<file path="config.mk">
export PLATFORM = sky130hd
export DESIGN_NAME = mem_cycle_ctrl
export DESIGN_NICKNAME = d
export VERILOG_FILES = /design/src/rtl/mcc_pkg.sv /design/src/rtl/mcc_phase_timer.sv /design/src/rtl/mcc_read_capture.sv /design/src/rtl/mem_cycle_ctrl.sv
export SDC_FILE = /design/constraint.sdc
export NUM_CORES = 1
export LEC_CHECK = 0
export ABC_AREA = 1
export BUFFER_PORTS_ARGS = -buffer_cell sky130_fd_sc_hd__clkbuf_2
export CAP_MARGIN = 20
export CELL_PAD_IN_SITES_DETAIL_PLACEMENT = 1
export CELL_PAD_IN_SITES_GLOBAL_PLACEMENT = 1
export CORE_ASPECT_RATIO = 0.8
export CORE_UTILIZATION = 35
export DETAILED_ROUTE_END_ITERATION = 10
export PLACE_DENSITY_LB_ADDON = 0.08
export SLEW_MARGIN = 30
export SYNTH_ARGS = -nofsm -noshare
export SYNTH_HDL_FRONTEND = slang
export SYNTH_SLANG_ARGS = --single-unit
</file>
<file path="constraint.sdc">
create_clock -name clk -period 3.5 [get_ports clk]
set_input_delay 0.525 -clock clk [delete_from_list [all_inputs] [get_ports clk]]
set_output_delay 0.525 -clock clk [all_outputs]
set_load 0.05 [all_outputs]
</file>
<file path="src/rtl/mcc_pkg.sv">
package mcc_pkg;

   typedef enum logic [2:0] {
      ST_IDLE    = 3'd0,
      ST_SETUP   = 3'd1,
      ST_LOW     = 3'd2,
      ST_CAPTURE = 3'd3,
      ST_RECOVER = 3'd4
   } mcc_state_t;

   // Whole clock cycles needed to cover a time in ns (rounded up).
   function automatic int ns2cyc(input int t_ns, input int clk_ns);
      return (t_ns + clk_ns - 1) / clk_ns;
   endfunction

   function automatic int imax(input int a, input int b);
      return (a > b) ? a : b;
   endfunction

endpackage

</file>
<file path="src/rtl/mcc_phase_timer.sv">
module mcc_phase_timer #(
   parameter int CW = 3
) (
   input  logic          clk,
   input  logic          rst_n,
   input  logic          load,
   input  logic [CW-1:0] load_val,
   output logic          zero
);

   logic [CW-1:0] cnt_q;

   always_ff @(posedge clk or negedge rst_n) begin
      if (!rst_n)
         cnt_q <= '0;
      else if (load)
         cnt_q <= load_val;
      else if (cnt_q != '0)
         cnt_q <= cnt_q - 1'b1;
   end

   assign zero = (cnt_q == '0);

endmodule

</file>
<file path="src/rtl/mcc_read_capture.sv">
module mcc_read_capture (
   input  logic clk,
   input  logic rst_n,
   input  logic strobe,
   input  logic q_in,
   output logic rsp_valid,
   output logic rsp_rdata
);

   always_ff @(posedge clk or negedge rst_n) begin
      if (!rst_n) begin
         rsp_valid <= 1'b0;
         rsp_rdata <= 1'b0;
      end else begin
         rsp_valid <= strobe;
         if (strobe)
            rsp_rdata <= q_in;
      end
   end

endmodule

</file>
<file path="src/rtl/mem_cycle_ctrl.sv">
module mem_cycle_ctrl
   import mcc_pkg::*;
#(
   parameter int ADDR_W          = 12,
   parameter int CLK_NS          = 20,
   parameter int T_ADDR_SETUP_NS = 0,
   parameter int T_ADDR_HOLD_NS  = 40,
   parameter int T_EN_LOW_NS     = 120,
   parameter int T_EN_HIGH_NS    = 50,
   parameter int T_CYCLE_NS      = 170,
   parameter int T_ACCESS_NS     = 120,
   parameter int T_WR_PULSE_NS   = 70,
   parameter int T_WR_LEAD_NS    = 70,
   parameter int T_DATA_HOLD_NS  = 25,
   parameter int T_OUT_OFF_NS    = 50,
   parameter bit EARLY_WRITE     = 1'b1
) (
   input  logic              clk,
   input  logic              rst_n,
   input  logic              req_valid,
   output logic              req_ready,
   input  logic              req_write,
   input  logic [ADDR_W-1:0] req_addr,
   input  logic              req_wdata,
   output logic              rsp_valid,
   output logic              rsp_rdata,
   output logic [ADDR_W-1:0] mem_addr,
   output logic              mem_en_n,
   output logic              mem_we_n,
   output logic              mem_din,
   input  logic              mem_q
);

   // Phase lengths in clock cycles
   localparam int SETUP_CYC = imax(1, ns2cyc(T_ADDR_SETUP_NS, CLK_NS));
   localparam int LOW_CYC   = imax(1, imax(imax(ns2cyc(T_EN_LOW_NS, CLK_NS),
                                                ns2cyc(T_WR_PULSE_NS, CLK_NS)),
                                           imax(ns2cyc(T_WR_LEAD_NS, CLK_NS),
                                                imax(ns2cyc(T_ADDR_HOLD_NS, CLK_NS),
                                                     ns2cyc(T_DATA_HOLD_NS, CLK_NS)))));
   localparam int CAP_CYC   = imax(1, ns2cyc(T_ACCESS_NS, CLK_NS) - LOW_CYC);
   localparam int REC_CYC   = imax(1, imax(imax(ns2cyc(T_EN_HIGH_NS, CLK_NS),
                                                ns2cyc(T_OUT_OFF_NS, CLK_NS)),
                                           ns2cyc(T_CYCLE_NS, CLK_NS) - LOW_CYC));
   localparam int MAX_CYC   = imax(imax(SETUP_CYC, LOW_CYC), imax(CAP_CYC, REC_CYC));
   localparam int CW        = imax(1, $clog2(MAX_CYC + 1));

   // Elaboration-time parameter checks
   if (ADDR_W < 1 || ADDR_W > 32) begin : g_bad_addr_w
      $error("mem_cycle_ctrl: ADDR_W must be 1..32");
   end
   if (CLK_NS < 1) begin : g_bad_clk
      $error("mem_cycle_ctrl: CLK_NS must be positive");
   end
   if (T_ADDR_SETUP_NS < 0 || T_ADDR_HOLD_NS < 0 || T_EN_LOW_NS < 0 ||
       T_EN_HIGH_NS < 0 || T_CYCLE_NS < 0 || T_ACCESS_NS < 0 ||
       T_WR_PULSE_NS < 0 || T_WR_LEAD_NS < 0 || T_DATA_HOLD_NS < 0 ||
       T_OUT_OFF_NS < 0) begin : g_bad_time
      $error("mem_cycle_ctrl: timing minimums must not be negative");
   end

   mcc_state_t        state_q, state_d;
   logic              wr_q;
   logic [ADDR_W-1:0] addr_q;
   logic              din_q;
   logic              tmr_load;
   logic [CW-1:0]     tmr_val;
   logic              tmr_zero;
   logic              accept;
   logic              we_on;

   assign req_ready = (state_q == ST_IDLE);
   assign accept    = req_valid && req_ready;

   always_comb begin
      state_d  = state_q;
      tmr_load = 1'b0;
      tmr_val  = '0;
      unique case (state_q)
         ST_IDLE: if (req_valid) begin
            state_d  = ST_SETUP;
            tmr_load = 1'b1;
            tmr_val  = CW'(SETUP_CYC - 1);
         end
         ST_SETUP: if (tmr_zero) begin
            state_d  = ST_LOW;
            tmr_load = 1'b1;
            tmr_val  = CW'(LOW_CYC - 1);
         end
         ST_LOW: if (tmr_zero) begin
            tmr_load = 1'b1;
            if (wr_q) begin
               state_d = ST_RECOVER;
               tmr_val = CW'(REC_CYC - 1);
            end else begin
               state_d = ST_CAPTURE;
               tmr_val = CW'(CAP_CYC - 1);
            end
         end
         ST_CAPTURE: if (tmr_zero) begin
            state_d  = ST_RECOVER;
            tmr_load = 1'b1;
            tmr_val  = CW'(REC_CYC - 1);
         end
         ST_RECOVER: if (tmr_zero) state_d = ST_IDLE;
         default: state_d = ST_IDLE;
      endcase
   end

   always_ff @(posedge clk or negedge rst_n) begin
      if (!rst_n) begin
         state_q <= ST_IDLE;
         wr_q    <= 1'b0;
         addr_q  <= '0;
         din_q   <= 1'b0;
      end else begin
         state_q <= state_d;
         if (accept) begin
            wr_q   <= req_write;
            addr_q <= req_addr;
            din_q  <= req_wdata;
         end
      end
   end

   mcc_phase_timer #(.CW(CW)) u_timer (
      .clk      (clk),
      .rst_n    (rst_n),
      .load     (tmr_load),
      .load_val (tmr_val),
      .zero     (tmr_zero)
   );

   // Write strobe placement
   if (EARLY_WRITE) begin : g_early_we
      assign we_on = wr_q && ((state_q == ST_SETUP) || (state_q == ST_LOW));
   end else begin : g_late_we
      assign we_on = wr_q && (state_q == ST_LOW);
   end

   assign mem_en_n = !((state_q == ST_LOW) || (state_q == ST_CAPTURE));
   assign mem_we_n = !we_on;
   assign mem_addr = addr_q;
   assign mem_din  = din_q;

   mcc_read_capture u_capture (
      .clk       (clk),
      .rst_n     (rst_n),
      .strobe    ((state_q == ST_CAPTURE) && tmr_zero),
      .q_in      (mem_q),
      .rsp_valid (rsp_valid),
      .rsp_rdata (rsp_rdata)
   );

endmodule

</file>
# Word level (Yosys, flattened, before mapping)
# Cells that the tools add are included.
[op_classes]
n_addsub = 1
n_eq_ne = 9
mux = 17
reduce_logical = 13
[ops]
columns = ["operator", "count"]
rows = [
  ["$mux 3", 9],
  ["$pmux 3 s5", 1],
  ["$ne 2x2->1 const B", 5],
  ["$pmux 3 s3", 1],
  ["$eq 3x2->1 const B", 2],
  ["$logic_not 3->1", 2],
  ["$mux 2", 3],
  ["$reduce_and 5->1", 1],
  ["$eq 3x1->1 const B", 1],
  ["$eq 3x3->1 const B", 1],
  ["$logic_and 1x1->1", 3],
  ["$reduce_bool 3->1", 1],
  ["$reduce_or 3->1", 1],
  ["$sub 3x1->3 const B", 1],
  ["$logic_not 1->1", 2],
  ["$logic_or 1x1->1", 2],
  ["$mux 1", 2],
  ["$pmux 1 s2", 1],
  ["$reduce_bool 2->1", 1],
]
[word_totals]
register_bits = 22
output_inout_bits = 18
in_bits = 18

# Depth between registers and ports, before layout
# Gate-level depths: netlist of run 1.
[logic_depth]
depth_word = 4
mapped_depth = 9
depth_no_buf = 9

# Cells and area by module
# From an unflattened synthesis of run 1, not the netlist that was laid out.
[hier_totals]
cells_unflattened = 134
hier_area_um2 = 1132.3
[by_module_without_submodules]
columns = ["mod", "cells_each", "area_per_inst_um2", "n_inst", "seq_area_each_um2"]
rows = [
  ["mem_cycle_ctrl", 96, 859.6, 1, 425.4],
  ["mcc_phase_timer", 32, 207.7, 1, 75.1],
  ["mcc_read_capture", 6, 65.1, 1, 50.0],
]

# Worst setup path after synthesis of run 1
# OpenSTA, ideal clock, no wires.
[synth_path]
path_type = "register to output"
from = "register state_q[2]"
to = "output port mem_we_n"
slack_ns = 0.934
path_stages_with_launch = 5
arrival_time_ns = 2.041
required_ns = 2.975
cell_sequence = "dfrtp_1 inv_2 nand2_1 nor2_1 o21ai_0"
[synth_between]
elab_chain_cells = 4
elab_cells_between_ends = 5
cone_classes = "2 x eq/ne; 3 x reduce/logical"
[synth_rtl]
columns = ["item", "line_no", "source"]
rows = [
  ["start: declaration", "mem_cycle_ctrl.sv:62", "mcc_state_t state_q, state_d;"],
  ["start signal: assignment", "mem_cycle_ctrl.sv:117", "state_q <= state_d;"],
  ["$eq 3x1->1 / $eq 3x2->1 (equally long branches)", "mem_cycle_ctrl.sv:136", "assign we_on = wr_q && ((state_q == ST_SETUP) || (state_q == ST_LOW));"],
  ["$logic_or 1x1->1 *", "mem_cycle_ctrl.sv:136", ""],
  ["$logic_and 1x1->1 *", "mem_cycle_ctrl.sv:136", ""],
  ["$logic_not 1->1 *", "mem_cycle_ctrl.sv:142", "assign mem_we_n = !we_on;"],
  ["end: declaration", "mem_cycle_ctrl.sv:29", "output logic mem_we_n,"],
]
# Every way passes the cells marked *; elsewhere a longest branch is shown, timed or not.

# Worst setup path in the final report of run 1
[layout_path]
from = "register state_q[0]"
to = "output port mem_we_n"
# The elaborated chain is that of the path after synthesis.

==> reports/results.txt, run 1 <==
Status: finished, final reports clean
Pwr per Cell Area: 1130 nW/um2
Drt wl/cell: 12.2 um
Synth top area share: 0.502
CTS resizes: 0
Post-CTS Hold Fix Bufs: 0
Period Utilization, post-route: 0.566
Ant diodes: 0
CTS tree: yes
Synth Area in Compound Gates: 0.141
Top cells by area, synth: dfrtp_1 50%, o21ai_2 11%, nand2_1 11%, inv_1 7.5%, buf_6 3.1%
Initial antenna violation count: 0
H-tree depth reported by CTS: 1
Peak Freq: 505 MHz
# IOs: 36
Max-slew violations: 0
Initial Utilization: 0.382
CTS Buffer Depth: 2
Max_slew headroom: 0.608
Worst-path clk slew: 0.08 ns
Routability cong.: 0.807
Vias in the first global route: 842
Yosys warns: 0
CP arrival: 1.46 ns
Core Area: 2870 um2
Num CTS Buffers: 3
Synth cell types: 18
Worst-margin pin slew: 0.589 ns
Sum Neg Setup Slack: 0 ns
Detailed Routing Iterations Pass 1: 4
Die area: 3360 um2
Layout cells sized above 1: 0.363
Seq/Total Area, Yosys: 0.502
Post-Syn Area: 1100 um2
Ys flop type: dfrtp_1
Commonest cells post-synth: 31 x nand2_1, 22 x dfrtp_1, 22 x inv_1
Final hold violation count: 0
Total power: 1.50 mW
Simple logic cell fraction of the synthesized area: 0.213
Setup violators final: 0
Final #Nets: 179
Min cycle time layout: 1.98 ns
Total clock sinks: 22
Layout Skew: 0.00137 ns
Total of max-cap violations: 0
Setup repair bufs after CTS: 0
EDFF count, synth: 0
FP Rows: 17
DRC: 0
Startpoint types: flip-flop
Mux cell area share after synthesis: 0
Mapped Cells: 122
CP Max Fanout: 7
Iter 0 DRT Violations: 14
Root Driver: clkbuf_8
Max rail drop VDD: 0.494 mV
Die Wd: 64.6 um
Mapped Nets: 142
Final ANT Viol Nets: 0
Via density: 4.67
Worst Setup Path Type: flip-flop to output port
Post-synthesis xor/xnor area fraction: 0.00798
Fraction of registers with async set/reset: 1.00
Synth area leader: dfrtp_1
CP peak stage delay: 0.46 ns
Worst EP required: 2.97 ns
Tightest Hold Check Type: primary input to asynchronous set/reset pin
CP Capture Type: output port
Die height: 52.1 um
GRT Util Overall: 0.165
Pin count of the biggest net entering global routing: 37
Leak: 0.753 nW
Via count: 910
RSZ-0062 raised after global routing: no
Largest family of logic cells by synthesized area: simple AND/OR/NAND/NOR gates
Crit-path cells: inv_1, nor3_1, o21ai_0, clkbuf_2
Port bufs: 35
Layout area overhead: 21.0%
Register bit total from synthesis: 22
Worst path slowest cell: dfrtp_1
Count leader, synth: nand2_1
Syn Area/Cell: 8.99 um2
Hpwl dp: 1.81 mm
First-pass GRT wire length: 4.01 mm
Detailed-route wire length: 2.38 mm
Gr ovfl total: 0
Worst skew pair latency: 0.26 ns
Fillers: 374
Area share of fa/ha/maj cells after synthesis: 0.0228
-- layout make-up --
type / instances / area, um2 / area share
multi-input combinational: 73 / 423 / 0.319
inverter: 24 / 90.1 / 0.0679
tap: 38 / 47.5 / 0.0358
sequential: 22 / 551 / 0.415
timing repair buffer: 35 / 175 / 0.132
clock buffer: 3 / 41.3 / 0.0311
-- power breakdown --
| part | internal, mW | switching (mW) |
|---|---|---|
| clock network | 0.0768 | 0.0794 |
| registers | 0.372 | 0.0774 |
| logic | 0.225 | 0.668 |
-- through the flow --
stage / worst slack [ns] / utilization / hold slack [ns] / instances / instance area, um2
after floorplan: 0.934 / - / 0.229 / 122 / 1100
after global placement: 1.89 / 0.448 / 0.462 / 192 / 1290
after detailed placement: 1.79 / 0.448 / 0.471 / 192 / 1290
after CTS: 1.51 / 0.462 / 0.263 / 195 / 1330
after global routing: 1.41 / 0.462 / 0.290 / 195 / 1330
final: 1.52 / 0.462 / 0.252 / 195 / 1330
-- placed cells by master, fill, tap and decap left out --
cell and instances:
clkbuf_8 3, nor2_2 2, nor2_1 3, clkinv_1 1
nand3_1 6, xnor2_1 1, o21ai_2 14, nand3_4 1
nor3_1 3, inv_1 22, ha_1 2, nand4_2 1
o21ai_0 5, nand2_1 31, nand4_1 3, o31ai_1 1
clkbuf_2 35, dfrtp_1 22, inv_2 1
-- layer usage --
metal  track usage  vias to the layer above  routed length [um]
met5             0                        -                   0
met4        0.0556                        0                  16
met3        0.0461                        2                 112
met2         0.286                       25                1230
met1         0.197                      429                1020
li1              -                      454                   -
-- path summary, 6_finish.rpt --
check / startpoint / end / slack, ns / cells after the start
worst max-delay path: state_q[0] / mem_we_n / 1.52 / 4
worst min-delay path: rst_n / u_capture.rsp_rdata / 0.25 / 1
worst max register to register: state_q[0] / state_q[1] / 1.91 / 5
worst min register to register: mem_addr[11] / mem_addr[11] / 0.49 / 2
max in group asynchronous: rst_n / u_timer.cnt_q[1] / 2.86 / 1
min in group clk: mem_q / u_capture.rsp_rdata / 0.48 / 3
-- kinds of logic (layout without fill, tap and decap cells) --
group | Yosys count | after routing
and+or+nand+nor | 50 | 50
buffers and inverters | 27 | 62
DFF | 22 | 22
AOI/OAI and AO/OA | 20 | 20
adders and majority gates | 2 | 2
xor gates and xnor gates | 1 | 1
-- worst max-delay path: cells and delay by family, from the launching register on --
kind	cells	cell delay [ns]
and+or+nand+nor	1	0.27
AOI/OAI and AO/OA	1	0.12
buffers and inverters	2	0.35
DFF	1	0.46
-- registers in the layout, summed over array words and instances (netlist names) --
signal / cells
state_q: 3
mem_din: 1
u_capture.rsp_rdata: 1
wr_q: 1
u_capture.rsp_valid: 1
mem_addr: 12
u_timer.cnt_q: 3
Note: power is estimated with default switching activity, not from simulation.
==> run 2: changes to the inputs <==
--- a/config.mk
+++ b/config.mk
@@ -5,7 +5,7 @@
 export SDC_FILE = /design/constraint.sdc
 export NUM_CORES = 1
 export LEC_CHECK = 0
-export ABC_AREA = 1
+export ABC_AREA = 0
 export BUFFER_PORTS_ARGS = -buffer_cell sky130_fd_sc_hd__clkbuf_2
 export CAP_MARGIN = 20
 export CELL_PAD_IN_SITES_DETAIL_PLACEMENT = 1
==> constraint.sdc (replaced) <==
create_clock -name clk -period 1.9 [get_ports clk]
set_input_delay 0.285 -clock clk [delete_from_list [all_inputs] [get_ports clk]]
set_output_delay 0.285 -clock clk [all_outputs]
set_load 0.05 [all_outputs]
==> run 2 against run 1 <==
Compared with the run above: critical path type unchanged; clock skew grew 0.0016 ns; hold slack lost 0.042 ns; routed wire length shrank 21%.
==> reports/results.txt, run 2 <==
Status: finished, final reports clean
Crit path from: state_q[0]
Cell depth of the worst setup path: 3 (-1)
FF-to-FF Start: state_q[1]
Core Area: 2740 um2 (-4.4%)
Startpoint types: flip-flop
Period Utilization, post-route: 0.905
Setup violators final: 0 (unchanged)
Peak Freq: 582 MHz
Post-Syn Area: 1010 um2 (-7.8%)
Worst path slowest cell: dfrtp_1
Fraction of registers with async set/reset: 1.00 (unchanged)
Die area: 3110 um2 (-7.5%)
H-tree depth reported by CTS: 1 (unchanged)
Worst Setup EP: mem_we_n
Layout area overhead: 23.4%
Yosys warns: 0 (unchanged)
Die Wd: 62.1 um (-3.8%)
RSZ-0062 raised after global routing: no
Iter 0 DRT Violations: 19 (+5)
Max_slew headroom: 0.631 (+0.0231)
Via density: 4.71 (+0.98%)
Worst EP required: 1.62 ns (-1.35 ns)
Reg2Reg Setup Slack: 0.30 ns (-1.61 ns)
Detailed-route wire length: 1.89 mm (-21%)
Hpwl dp: 1.44 mm (-20%)
CP arrival: 1.43 ns (-0.03 ns)
GRT Util Overall: 0.138 (-0.0262)
Mapped Cells: 79 (-35%)
Total clock sinks: 22 (unchanged)
Worst Hold Margin: 0.209 ns (-0.0424 ns)
Count leader, synth: dfrtp_1
Post-layout util: 0.455 (-0.00723)
Final hold violation count: 0 (unchanged)
Ant diodes: 0 (unchanged)
Detailed Routing Iterations Pass 1: 3 (-1)
Top cells by area, synth: dfrtp_1 54%, mux2_2 17%, ha_1 2.5%, nor3_1 2.5%, buf_6 2.2%
Final #Nets: 137 (-23%)
Synth top area share: 0.544 (+0.0422)
Min cycle time layout: 1.72 ns
CP Capture Type: output port
Vias in the first global route: 732 (-13%)
Synth cell types: 26 (+8)
Seq/Total Area, Yosys: 0.544 (+0.0422)
CTS tree: yes
Worst skew pair latency: 0.30 ns (+0.04 ns)
Gr ovfl total: 0 (unchanged)
Max FFs per register: 12 (unchanged)
Commonest cells post-synth: 22 x dfrtp_1, 15 x mux2_2, 6 x nor2_1
Worst-path clk slew: 0.11 ns (+0.03 ns)
CTS resizes: 0 (unchanged)
Tightest Hold Check Type: primary input to flip-flop
Worst-margin pin slew: 0.554 ns (-0.0347 ns)
CP Max Fanout: 10 (+3)
Port bufs: 35 (unchanged)
Synth area leader: dfrtp_1
CTS Buffer Depth: 2 (unchanged)
CP peak stage delay: 0.53 ns (+0.07 ns)
Drt wl/cell: 12.3 um (+1.0%)
Layout cells sized above 1: 0.513 (+0.150)
Initial antenna violation count: 0 (unchanged)
Die height: 50.1 um (-3.8%)
Mapped Nets: 99 (-30%)
Max-slew violations: 0 (unchanged)
R2R depth: 4 (-1)
First-pass GRT wire length: 3.26 mm (-19%)
Crit-path cells: xor2_1, nand3b_1, clkbuf_2
Ys flop type: dfrtp_1
Via count: 721 (-21%)
R2R Path End: mem_addr[9]
Final ANT Viol Nets: 0 (unchanged)
Most frequent cells in the layout: 35 x clkbuf_2, 22 x dfrtp_1, 15 x mux2_2, 6 x nor2_1, 4 x nor3_1
Register bit total from synthesis: 22 (unchanged)
Total of max-cap violations: 0 (unchanged)
Most common cell after layout, fill and taps aside: clkbuf_2
Pin count of the biggest net entering global routing: 23 (-38%)
Root Driver: clkbuf_4
Routability cong.: 0.725 (-10%)
Buf+Inv Stages, Crit Path: 1 (-1)
Initial Utilization: 0.369 (-0.0132)
Num CTS Buffers: 3 (unchanged)
EDFF count, synth: 0 (unchanged)
FP Rows: 17 (unchanged)
Worst Setup Path Type: flip-flop to output port
DRC: 0 (unchanged)
Layout Skew: 0.00300 ns (+0.00163 ns)
Sum Neg Setup Slack: 0 ns (unchanged)
Syn Area/Cell: 12.8 um2 (+42%)
Crit path max-delay family: flip-flops
# IOs: 36 (unchanged)
[run 2: cell count changes after synthesis, sizes merged, moves of 4 or more]
| cell | before | now |
|---|---|---|
| nand2 | 31 | 0 |
| inv | 23 | 3 |
| o21ai | 19 | 1 |
| mux2 | 0 | 15 |
| nand3 | 7 | 1 |
| nand4 | 4 | 0 |
[run 2: stage by stage]
stage	worst slack, ns	std cells	instance area, um2
finish	0.180	153	1250
detailed placement	0.300	149	1220
floorplan	0.328	79	1020
global placement	0.358	149	1220
CTS	0.147	153	1250
global route	0.0784	153	1250
[run 2: worst min-delay path by stage]
stage	slack, ns	cells past startpoint	to	from
final	0.21	2	wr_q	req_write
after global routing	0.19	2	mem_addr[3]	req_addr[3]
after floorplan	-0.01	0	mem_addr[0]	rst_n
after CTS	0.19	2	wr_q	req_write
after global placement	0.30	1	u_timer.cnt_q[1]	rst_n
after detailed placement	0.30	1	u_timer.cnt_q[1]	rst_n
[run 2: area by class of cell]
cell class / instances / area, um2
Clock buffer: 3 / 22.5
Fill cell: 324 / 1500
Inverter: 3 / 11.3
Multi-Input combinational cell: 50 / 424
Sequential cell: 22 / 551
Tap cell: 38 / 47.5
Timing Repair Buffer: 37 / 193
[run 2: logic make-up after synthesis]
family,count (synthesis),synth area share
AND/OR/NAND/NOR,22,0.137
flip-flops,22,0.544
multiplexers,16,0.177
AO/OA/AOI/OAI,9,0.0667
buffers and inverters,7,0.0420
adder cells (fa/ha/maj),2,0.0247
XOR/XNOR,1,0.00865
[run 2: what timing repair did]
action | 4_1_cts | 5_1_grt
hold buffers | 1 | 0
buffers inserted | 0 | 0
endpoints found under the hold margin | 22 | 0
setup endpoints to repair | 0 | 0
[run 2: metal layers]
layer	global-route usage	wire length [um]	vias to the layer above
li1	-	-	349
met1	0.180	865	345
met2	0.216	895	25
met3	0.0532	114	2
met4	0.0349	12	0
met5	0	0	-
Power of run 2 is not shown: default switching activity piles up to over one toggle a cycle in this logic, so the estimate is an artifact.
